--- config.mk ---
export PLATFORM = sky130hd
export DESIGN_NAME = aux_pm_tracker
export DESIGN_NICKNAME = d
export VERILOG_FILES = /design/src/rtl/pmt_pkg.sv /design/src/rtl/pmt_sync.sv /design/src/rtl/pmt_rise.sv /design/src/rtl/pmt_fsm.sv /design/src/rtl/aux_pm_tracker.sv
export SDC_FILE = /design/constraint.sdc
export NUM_CORES = 1
export LEC_CHECK = 0
export CORE_AREA = 2 2 39 41
export CTS_CLUSTER_SIZE = 8
export DETAILED_ROUTE_END_ITERATION = 8
export DIE_AREA = 0 0 41 43
export GPL_TIMING_DRIVEN = 0
export SYNTH_ARGS = -nofsm -noshare
export SYNTH_HDL_FRONTEND = slang
export SYNTH_SLANG_ARGS = --single-unit
--- constraint.sdc ---
create_clock -name clk_aux -period 3.6 [get_ports clk_aux]
set_input_delay 0.72 -clock clk_aux [delete_from_list [all_inputs] [get_ports clk_aux]]
set_output_delay 0.72 -clock clk_aux [all_outputs]
set_load 0.005 [all_outputs]
--- src/rtl/pmt_pkg.sv ---
package pmt_pkg;

    typedef enum logic [1:0] {
        ST_D0  = 2'd0,
        ST_D0U = 2'd1,
        ST_D3H = 2'd2,
        ST_D3C = 2'd3
    } pm_state_e;

    localparam logic [1:0] PSTATE_D0 = 2'b00;
    localparam logic [1:0] PSTATE_D3 = 2'b11;
    localparam logic       TGT_D0    = 1'b0;
    localparam logic       TGT_D3HOT = 1'b1;

    typedef struct packed {
        pm_state_e st;
        logic      wake;
    } trk_regs_t;

    typedef struct packed {
        logic [1:0] pstate;
        logic       cold;
        logic       uninit;
    } pm_view_t;

    function automatic pm_view_t view_of(pm_state_e s);
        pm_view_t v;
        v.pstate = PSTATE_D0;
        v.cold   = 1'b0;
        v.uninit = 1'b0;
        case (s)
            ST_D0:  v.pstate = PSTATE_D0;
            ST_D0U: begin
                v.pstate = PSTATE_D0;
                v.uninit = 1'b1;
            end
            ST_D3H: v.pstate = PSTATE_D3;
            ST_D3C: begin
                v.pstate = PSTATE_D3;
                v.cold   = 1'b1;
            end
            default: v.pstate = PSTATE_D0;
        endcase
        return v;
    endfunction

endpackage

--- src/rtl/pmt_sync.sv ---
module pmt_sync #(
    parameter int   STAGES  = 2,
    parameter logic RST_VAL = 1'b0
) (
    input  logic clk,
    input  logic rst_n,
    input  logic d,
    output logic q
);
    logic [STAGES-1:0] chain_d;
    logic [STAGES-1:0] chain_q;

    generate
        if (STAGES == 1) begin : g_single
            always_comb chain_d = d;
        end else begin : g_chain
            always_comb chain_d = {chain_q[STAGES-2:0], d};
        end
    endgenerate

    always_ff @(posedge clk or negedge rst_n) begin
        if (!rst_n) chain_q <= {STAGES{RST_VAL}};
        else        chain_q <= chain_d;
    end

    assign q = chain_q[STAGES-1];
endmodule

--- src/rtl/pmt_rise.sv ---
module pmt_rise (
    input  logic clk,
    input  logic rst_n,
    input  logic lvl,
    output logic rise
);
    logic prev_d;
    logic prev_q;

    always_comb prev_d = lvl;

    always_ff @(posedge clk or negedge rst_n) begin
        if (!rst_n) prev_q <= 1'b0;
        else        prev_q <= prev_d;
    end

    assign rise = lvl & ~prev_q;
endmodule

--- src/rtl/pmt_fsm.sv ---
module pmt_fsm
    import pmt_pkg::*;
(
    input  logic       clk,
    input  logic       rst_n,
    input  logic       pwr_ok,
    input  logic       brst_lvl,
    input  logic       brst_rise,
    input  logic       wr,
    input  logic       tgt_d3,
    input  logic       pme_en,
    output logic [1:0] pstate,
    output logic       cold,
    output logic       uninit,
    output logic       wake
);
    trk_regs_t regs_d;
    trk_regs_t regs_q;
    pm_view_t  view;

    always_comb begin
        regs_d = regs_q;
        // Priority: supply loss, then reset release, then reset hold, then writes.
        if (!pwr_ok) begin
            regs_d.st = ST_D3C;
        end else if (brst_rise) begin
            regs_d.st = ST_D0U;
        end else if (!brst_lvl) begin
            regs_d.st = regs_q.st;
        end else if (wr) begin
            case (regs_q.st)
                ST_D0U:  if (tgt_d3 == TGT_D0)    regs_d.st = ST_D0;
                ST_D0:   if (tgt_d3 == TGT_D3HOT) regs_d.st = ST_D3H;
                ST_D3H:  if (tgt_d3 == TGT_D0)    regs_d.st = ST_D0U;
                default: regs_d.st = regs_q.st;
            endcase
        end

        case (regs_d.st)
            ST_D3H:  regs_d.wake = pme_en;
            ST_D0:   regs_d.wake = 1'b0;
            default: regs_d.wake = regs_q.wake;
        endcase
    end

    always_ff @(posedge clk or negedge rst_n) begin
        if (!rst_n) begin
            regs_q.st   <= ST_D3C;
            regs_q.wake <= 1'b0;
        end else begin
            regs_q <= regs_d;
        end
    end

    always_comb view = view_of(regs_q.st);

    assign pstate = view.pstate;
    assign cold   = view.cold;
    assign uninit = view.uninit;
    assign wake   = regs_q.wake;
endmodule

--- src/rtl/aux_pm_tracker.sv ---
module aux_pm_tracker #(
    parameter int SYNC_STAGES = 2
) (
    input  logic       clk_aux,
    input  logic       aux_rst_n,
    input  logic       main_pwr_ok,
    input  logic       bus_rst_n,
    input  logic       cfg_wr,
    input  logic       cfg_tgt_d3,
    input  logic       pme_en,
    output logic [1:0] pm_state,
    output logic       pm_cold,
    output logic       pm_uninit,
    output logic       wake_hold
);
    localparam int NUM_ASYNC = 2;

    logic [NUM_ASYNC-1:0] async_in;
    logic [NUM_ASYNC-1:0] sync_out;
    logic                 brst_rise;

    assign async_in = {bus_rst_n, main_pwr_ok};

    // Both asynchronous inputs reset to 0: power absent, bus reset asserted.
    generate
        for (genvar i = 0; i < NUM_ASYNC; i++) begin : g_sync
            pmt_sync #(.STAGES(SYNC_STAGES), .RST_VAL(1'b0)) sync_i (
                .clk   (clk_aux),
                .rst_n (aux_rst_n),
                .d     (async_in[i]),
                .q     (sync_out[i])
            );
        end
    endgenerate

    pmt_rise rise_i (
        .clk   (clk_aux),
        .rst_n (aux_rst_n),
        .lvl   (sync_out[1]),
        .rise  (brst_rise)
    );

    pmt_fsm fsm_i (
        .clk       (clk_aux),
        .rst_n     (aux_rst_n),
        .pwr_ok    (sync_out[0]),
        .brst_lvl  (sync_out[1]),
        .brst_rise (brst_rise),
        .wr        (cfg_wr),
        .tgt_d3    (cfg_tgt_d3),
        .pme_en    (pme_en),
        .pstate    (pm_state),
        .cold      (pm_cold),
        .uninit    (pm_uninit),
        .wake      (wake_hold)
    );
endmodule

# Yosys cells after proc, flatten, opt, wreduce, memory -nomap -nowiden
# Index checks and enable logic that the tools add are counted.
[op_classes]
eq_ne = 4
mux = 12
bitwise = 2
n_reduce_logical = 5
[ops]
columns = ["op", "n"]
rows = [
  ["2-to-1 mux 2 bit", 7],
  ["equality test 2 bit, second input constant", 3],
  ["one-hot mux 2 bit (3 select lines)", 1],
  ["logical NOT 2 bit", 2],
  ["one-hot mux 2 bit (2 select lines)", 1],
  ["OR reduction 2 bit", 2],
  ["equality test 2 x 1 -> 1 bit, second input constant", 1],
  ["2-to-1 mux 1 bit", 2],
  ["one-hot mux 1 bit (2 select lines)", 1],
  ["nonzero test 2 bit", 1],
  ["bitwise AND 1 bit", 1],
  ["inverter 1 bit", 1],
]
[word_totals]
regBits = 8
inputBits = 7
out_inout_bits = 5
wordCells = 28

# Depth between registers and ports, before layout
# Gate-level depths: netlist of the first run.
[depth]
ltp_word = 8
ltp_mapped = 4
mapped_depth_nobuf = 4

# Cells and area by module
# Synthesis of the first run repeated with hierarchy kept, for this count alone.
[unflattened]
cells_unflattened = 23
area_unflattened_um2 = 335.3
[modules_own_cells]
columns = ["mod", "instances", "cells_each", "area_each_um2", "seq_area_each_um2"]
rows = [
  ["pmt_fsm", 1, 17, 196.4, 77.6],
  ["pmt_sync", 2, 2, 50.0, 50.0],
  ["pmt_rise", 1, 2, 38.8, 25.0],
]

# Worst setup path before layout of the first run
# No wires, ideal clock.
[synth_timing]
kind = "register to output"
startpoint = "register fsm_i.regs_q[2] (netlist name)"
endpoint = "output port pm_state[1]"
arrival_ps = 1225
required_ps = 2880
slack_ps = 1655
path_stages_with_launch = 3
cell_sequence = "dfstp_2 dlygate4sd3_1 buf_4"
[synth_between]
elab_chain_len = 3
elab_cells_between_ends = 7
classes_between = "eq/ne: 3; mux: 1; reduce/logical: 3"
[synth_rtl]
columns = ["element", "line", "rtl"]
rows = [
  ["start: declaration", "pmt_fsm.sv:18", "trk_regs_t regs_q;"],
  ["start signal: assignment", "pmt_fsm.sv:51", "regs_q <= regs_d;"],
  ["equality test 2 bit, or another cell as far along", "pmt_pkg.sv:31", "case (s)"],
  ["OR reduction 2 bit (no line)", "--", ""],
  ["one-hot mux 2 bit (2 select lines) (*)", "pmt_pkg.sv:31", ""],
  ["end: declaration", "aux_pm_tracker.sv:11", "output logic [1:0] pm_state,"],
]
# Mark *: on every way between the ends. The rest lies on a longest branch, timed or not.

# Worst setup path in the final report of the first run
# Ends and elaborated chain as after synthesis.

==> impl_metrics.csv, run 1 <==
group,metric,value,unit
status,status,"complete, no violations",
grt,grt_pass1_vias,202,
worst_setup_path,cp-end-kind,"output pin",
worst_setup_path,ff2ff_path_depth,4,
worst_setup_path,worstPathArrival,1.96,ns
drt,num_vias,235,
run,maxCapViolCount,0,
worst_setup_path,path_class,"flop to output pin",
drt,routed_wl,543,um
synthesis,yosysWarnings,0,
drt,avgRoutedWirePerCell,9.526,um
cells_and_area,fin_cells,57,
timing,final-setup-viol-count,0,
floorplanning,die_area,1763,um^2
power,power,0.0002108,W
power,power_density,437.6,nW/um^2
floorplanning,die_w,41,um
timing,drv_slew,0,
placement,routabilityCongestion,0.6318,
clocking,htreeDepth,1,
power,p_leak,0.2134,nW
timing,finalHoldViolCount,0,
floorplanning,num_io_pins,12,
clocking,clk_latency,0.25,ns
drt,via_per_inst,4.123,
worst_setup_path,path_max_fanout,6,
timing,max_freq,0.3725,GHz
placement,dpl.hpwl,392.7,um
clocking,cts_resized,0,
clocking,cts_tree,"yes",
floorplanning,coreArea,1384,um^2
power,vdd.ir_drop.worst,0.1920,mV
cells_and_area,n_antenna_cell,0,
timing,setup_tns,0,ns
grt,grt_first_pass_wirelength,765,um
timing,tightestPinTransition,0.3421,ns
grt,grt_max_degree,9,
clocking,cts_buffers,3,
worst_hold_path,hold_path_class,"flop to flop",
worst_hold_path,holdPathStages,0,
clocking,cts_sinks,8,
grt,grt_usage,7.354,%
placement,io_buffers,11,
grt,antenna_found_initial,0,
drt,antenna_left,0,
synthesis,yosysSeqAreaShare,62.31,%
timing,finalCritPeriodShare,74.56,%
clocking,cts_hold_buf,0,
clocking,root_buffer,"clkbuf_4",
synthesis,yosys.cell_types.count,16,
floorplanning,initial_utilization,23.51,%
synthesis,ys_ff_latch,8,
drt,dr.pass1.iters,3,
drt,drtIter0Drc,4,
cells_and_area,nNetsFinal,49,
worst_setup_path,cp.required,2.88,ns
timing,max_slew_margin,77.12,%
synthesis,postSynthAreaPerCell,12.51,um^2
clocking,clk_pin_slew,0.06,ns
floorplanning,die_y,43,um
timing,post-route-min-period,2.684,ns
floorplanning,num_rows,14,
timing,fin_ws,0.9158,ns
cells_and_area,fill_cells,154,
cells_and_area,areaGrowthSynthToFinish,48.08,%
grt,grt-ovfl-total,0,
synthesis,synth_nets,33,
clocking,cts_setup_buffers,0,
drt,post-route-drc-count,0,
placement,place_area,455.4,um^2
synthesis,syn_area,325.3,um^2
synthesis,netlist_instances,26,
cells_and_area,drive_above_1_share,19.51,%
clocking,clock_path_buffers,2,
placement,dp_cells,53,
cells_and_area,final_area,481.7,um^2
timing,skew,0.005635,ns
timing,rsz0062_at_grt,"no",
placement,pre_cts_ws,1.177,ns
worst_setup_path,cp-start-kind,"flop",
power by group:
| group | switching (W) | internal, W |
|---|---|---|
| logic | 0.0000107 | 0.0000237 |
| registers | 0.00000470 | 0.0000983 |
| clock network | 0.0000310 | 0.0000424 |
| total | 0.0000464 | 0.000164 |
worst paths after layout:
kind                                                          to  slack [ns]                                   from
setup / recovery                                     pm_state[1]        0.92              fsm_i.regs_q[2]$_DFF_PN1_
hold / removal             g_sync[0].sync_i.chain_q[1]$_DFF_PN0_        0.35  g_sync[0].sync_i.chain_q[0]$_DFF_PN0_
setup reg to reg                          fsm_i.wake$_DFFE_PN0P_        2.40              fsm_i.regs_q[2]$_DFF_PN1_
hold reg to reg            g_sync[0].sync_i.chain_q[1]$_DFF_PN0_        0.35  g_sync[0].sync_i.chain_q[0]$_DFF_PN0_
max in group asynchronous              fsm_i.regs_q[1]$_DFF_PN1_        2.57                              aux_rst_n
min in group asynchronous  g_sync[0].sync_i.chain_q[1]$_DFF_PN0_        0.73                              aux_rst_n
metrics by stage:
stage                     hold WS, ns  utilization [%]
final                          0.3519            34.81
after global routing           0.3714            34.81
after CTS                      0.3583            34.81
after detailed placement       0.3379            32.91
after global placement         0.3332            32.91
after floorplan                0.3312                -
registers in the layout, summed over array words and instances (netlist names):
signal,flops
g_sync.sync_i.chain_q,4
fsm_i.regs_q,2
fsm_i.wake,1
rise_i.prev_q,1
Yosys cell counts, drive strengths merged:
cell / n / area share [%]
buf: 1 / 2.3
a221o: 1 / 3.1
nand3b: 2 / 4.6
and4: 1 / 2.7
or2: 1 / 1.9
and2b: 1 / 2.7
and2: 1 / 2.3
mux2i: 1 / 3.1
nor2b: 1 / 1.9
dfstp: 2 / 16
o21ai: 1 / 1.5
o221ai: 1 / 2.7
nand2: 2 / 2.3
dlygate4sd3: 1 / 3.1
dfrtp: 6 / 46
inv: 3 / 3.5
layout make-up:
cell class | instances | area [um^2] | area share, %
Buffer | 2 | 17.52 | 3.636
Clock buffer | 4 | 26.28 | 5.455
Inverter | 3 | 11.26 | 2.338
Multi-Input combinational cell | 13 | 93.84 | 19.48
Sequential cell | 8 | 202.7 | 42.08
Tap cell | 16 | 20.02 | 4.156
Timing Repair Buffer | 11 | 110.1 | 22.86
cell usage in the layout, fill, tap and decap left out:
master	count
clkdlybuf4s50_1	11
dfrtp_1	6
inv_1	3
clkbuf_4	3
nand3b_1	2
nand2_1	2
dfstp_2	2
a221o_1	1
and2b_2	1
nor2b_1	1
and4_1	1
o221ai_1	1
or2_1	1
and2_2	1
dlygate4sd3_1	1
o21ai_0	1
mux2i_1	1
buf_4	1
clkbuf_1	1
layer usage:
metal | vias up | track usage [%] | wire, um
li1 | 116 | - | -
met1 | 103 | 8.844 | 246
met2 | 14 | 8.750 | 225
met3 | 2 | 4.712 | 62
met4 | 0 | 6.000 | 9
met5 | - | 0 | 0
critical path: stages (launching register included):
cell and delay, ns:
dfstp_2 0.56, dlygate4sd3_1 0.57, buf_4 0.10, clkdlybuf4s50_1 0.48
kinds of logic (layout without fill, tap and decap cells):
group                  after synthesis  in the layout  share of synthesized area [%]
buffers and inverters                5             20                          8.847
AND/OR/NAND/NOR                      9              9                          18.47
flip-flops                           8              8                          62.31
multiplexers                         1              1                          3.077
AO/OA/AOI/OAI                        3              3                          7.307
Note: power is estimated with default switching activity, not from simulation.
==> run 2, diff against run 1 <==
- clock period: 3.6 -> 2.5 ns (I/O delays scaled with it)
==> run 2 against run 1 <==
  * Clock skew barely moved
  * Worst hold slack did not move
  * Critical endpoint unchanged
  * Combinational power rose by 51%
  * Worst setup slack got worse by 0.82 ns
  * Sequential share of layout area fell by 0.65 points
==> impl_metrics.csv, run 2 (same netlist as run 1, synthesis figures left out) <==
group,metric,value,unit
worst_hold_path,holdPathStages,0,
floorplanning,initial_utilization,23.51,%
timing,final-setup-viol-count,0,
timing,rsz0062_at_grt,"no",
cells_and_area,areaGrowthSynthToFinish,50.38,%
grt,grt_pass1_vias,202,
cells_and_area,largest_reg_flops,4,
worst_setup_path,ff2ff_path_depth,5,
drt,routed_wl,539,um
drt,drtIter0Drc,5,
floorplanning,die_w,41,um
floorplanning,die_area,1763,um^2
timing,finalCritPeriodShare,96.25,%
worst_setup_path,cp.required,2.00,ns
drt,num_vias,236,
worst_setup_path,crit_chain,"dlygate4sd3_1 > buf_4 > clkdlybuf4s50_1",
cells_and_area,largestRegisters,"g_sync.sync_i.chain_q: 4 flops, fsm_i.regs_q: 2 flops",
timing,finalHoldViolCount,0,
power,p_leak,0.2178,nW
placement,io_buffers,11,
clocking,htreeDepth,1,
grt,grt_max_degree,9,
timing,tightestPinTransition,0.3425,ns
drt,avgRoutedWirePerCell,9.293,um
drt,dr.pass1.iters,2,
cells_and_area,layout_common_cells,"clkdlybuf4s50_1 (11), dfrtp_1 (6), inv_1 (3), clkbuf_4 (3)",
timing,setup_tns,0,ns
clocking,cts_resized,0,
status,status,"complete, no violations",
placement,place_area,455.4,um^2
drt,post-route-drc-count,0,
timing,drv_slew,0,
clocking,cts_setup_buffers,0,
worst_setup_path,path_max_fanout,2,
grt,grt_usage,7.354,%
grt,grt-ovfl-total,0,
power,vdd.ir_drop.worst,0.2766,mV
clocking,clock_path_buffers,2,
grt,antenna_found_initial,0,
cells_and_area,final_common_cell,"clkdlybuf4s50_1",
floorplanning,die_y,43,um
placement,routabilityCongestion,0.6318,
timing,post-route-min-period,2.406,ns
drt,antenna_left,0,
worst_hold_path,hold_path_class,"flop to flop",
timing,max_freq,0.4156,GHz
cells_and_area,n_antenna_cell,0,
worst_setup_path,cp-start-kind,"flop",
cells_and_area,drive_above_1_share,21.43,%
clocking,clk_latency,0.25,ns
floorplanning,num_rows,14,
drt,via_per_inst,4.069,
clocking,cts_tree,"yes",
grt,grt_first_pass_wirelength,765,um
floorplanning,coreArea,1384,um^2
timing,skew,0.006011,ns
cells_and_area,nNetsFinal,50,
placement,dpl.hpwl,392.7,um
worst_setup_path,path_class,"flop to output pin",
worst_setup_path,worstPathArrival,1.91,ns
run,maxCapViolCount,0,
timing,max_slew_margin,77.10,%
worst_setup_path,cp-end-kind,"output pin",
cells_and_area,top_register,"g_sync.sync_i.chain_q",
worst_setup_path,max_stage_delay,0.56,ns
clocking,cts_sinks,8,
cells_and_area,final_area,489.2,um^2
clocking,cts_hold_buf,0,
floorplanning,num_io_pins,12,
power,power_density,622.8,nW/um^2
clocking,clk_pin_slew,0.06,ns
clocking,root_buffer,"clkbuf_4",
clocking,cts_buffers,3,
worst_setup_path,slowest_stage,"dlygate4sd3_1",
## run 2: changes by cell type in the layout (fill, tap and decap cells not counted)
cell / before / now
buf_4: 1 / 2
## run 2: layout make-up
type / instances / area (um^2)
fill: 154 / 894.6
sequential: 8 / 202.7
timing repair buffer: 12 / 117.6
multi-input combinational: 13 / 93.84
clock buffer: 4 / 26.28
tap: 16 / 20.02
buffer: 2 / 17.52
inverter: 3 / 11.26
## run 2: critical path: cells and delay by family (launching register included)
kind / cells / cell delay, ns
flops: 1 / 0.52
buf+inv: 3 / 1.14
## run 2: per-stage QoR
stage	hold slack, ns	setup slack (ns)	std cells	util [%]	total power (W)
floorplan	0.2044	0.7753	26	-	0.0001662
global placement	0.3332	0.3028	53	32.91	0.0001995
detailed placement	0.3379	0.2965	53	32.91	0.0002001
CTS	0.3583	0.01475	57	34.81	0.0003101
global route	0.3714	0.03563	58	35.35	0.0003236
finish	0.3519	0.09373	58	35.35	0.0003047
## run 2: routing by layer
| metal | global-route usage (%) | routed length [um] |
|---|---|---|
| met3 | 4.712 | 73 |
| met2 | 8.750 | 220 |
| met1 | 8.844 | 236 |
| met4 | 6.000 | 9 |
| met5 | 0 | 0 |
## run 2: power breakdown
group | switching (W) | total [W] | internal [W] | leakage [nW]
Sequential | 0.00000579 | 0.000147 | 0.000142 | 0.0914
Clock | 0.0000445 | 0.000106 | 0.0000611 | 0.0150
Combinational | 0.0000165 | 0.0000518 | 0.0000354 | 0.111
Total | 0.0000667 | 0.000305 | 0.000238 | 0.218
## run 2: worst paths after layout
check / startpoint / endpoint / slack (ns)
min reg2reg: g_sync[0].sync_i.chain_q[0]$_DFF_PN0_ / g_sync[0].sync_i.chain_q[1]$_DFF_PN0_ / 0.35
min in group asynchronous: aux_rst_n / g_sync[0].sync_i.chain_q[1]$_DFF_PN0_ / 0.51
max reg2reg: fsm_i.regs_q[2]$_DFF_PN1_ / fsm_i.wake$_DFFE_PN0P_ / 1.23
max in group asynchronous: aux_rst_n / fsm_i.regs_q[1]$_DFF_PN1_ / 1.68
min: g_sync[0].sync_i.chain_q[0]$_DFF_PN0_ / g_sync[0].sync_i.chain_q[1]$_DFF_PN0_ / 0.35
max: fsm_i.regs_q[2]$_DFF_PN1_ / pm_state[1] / 0.09
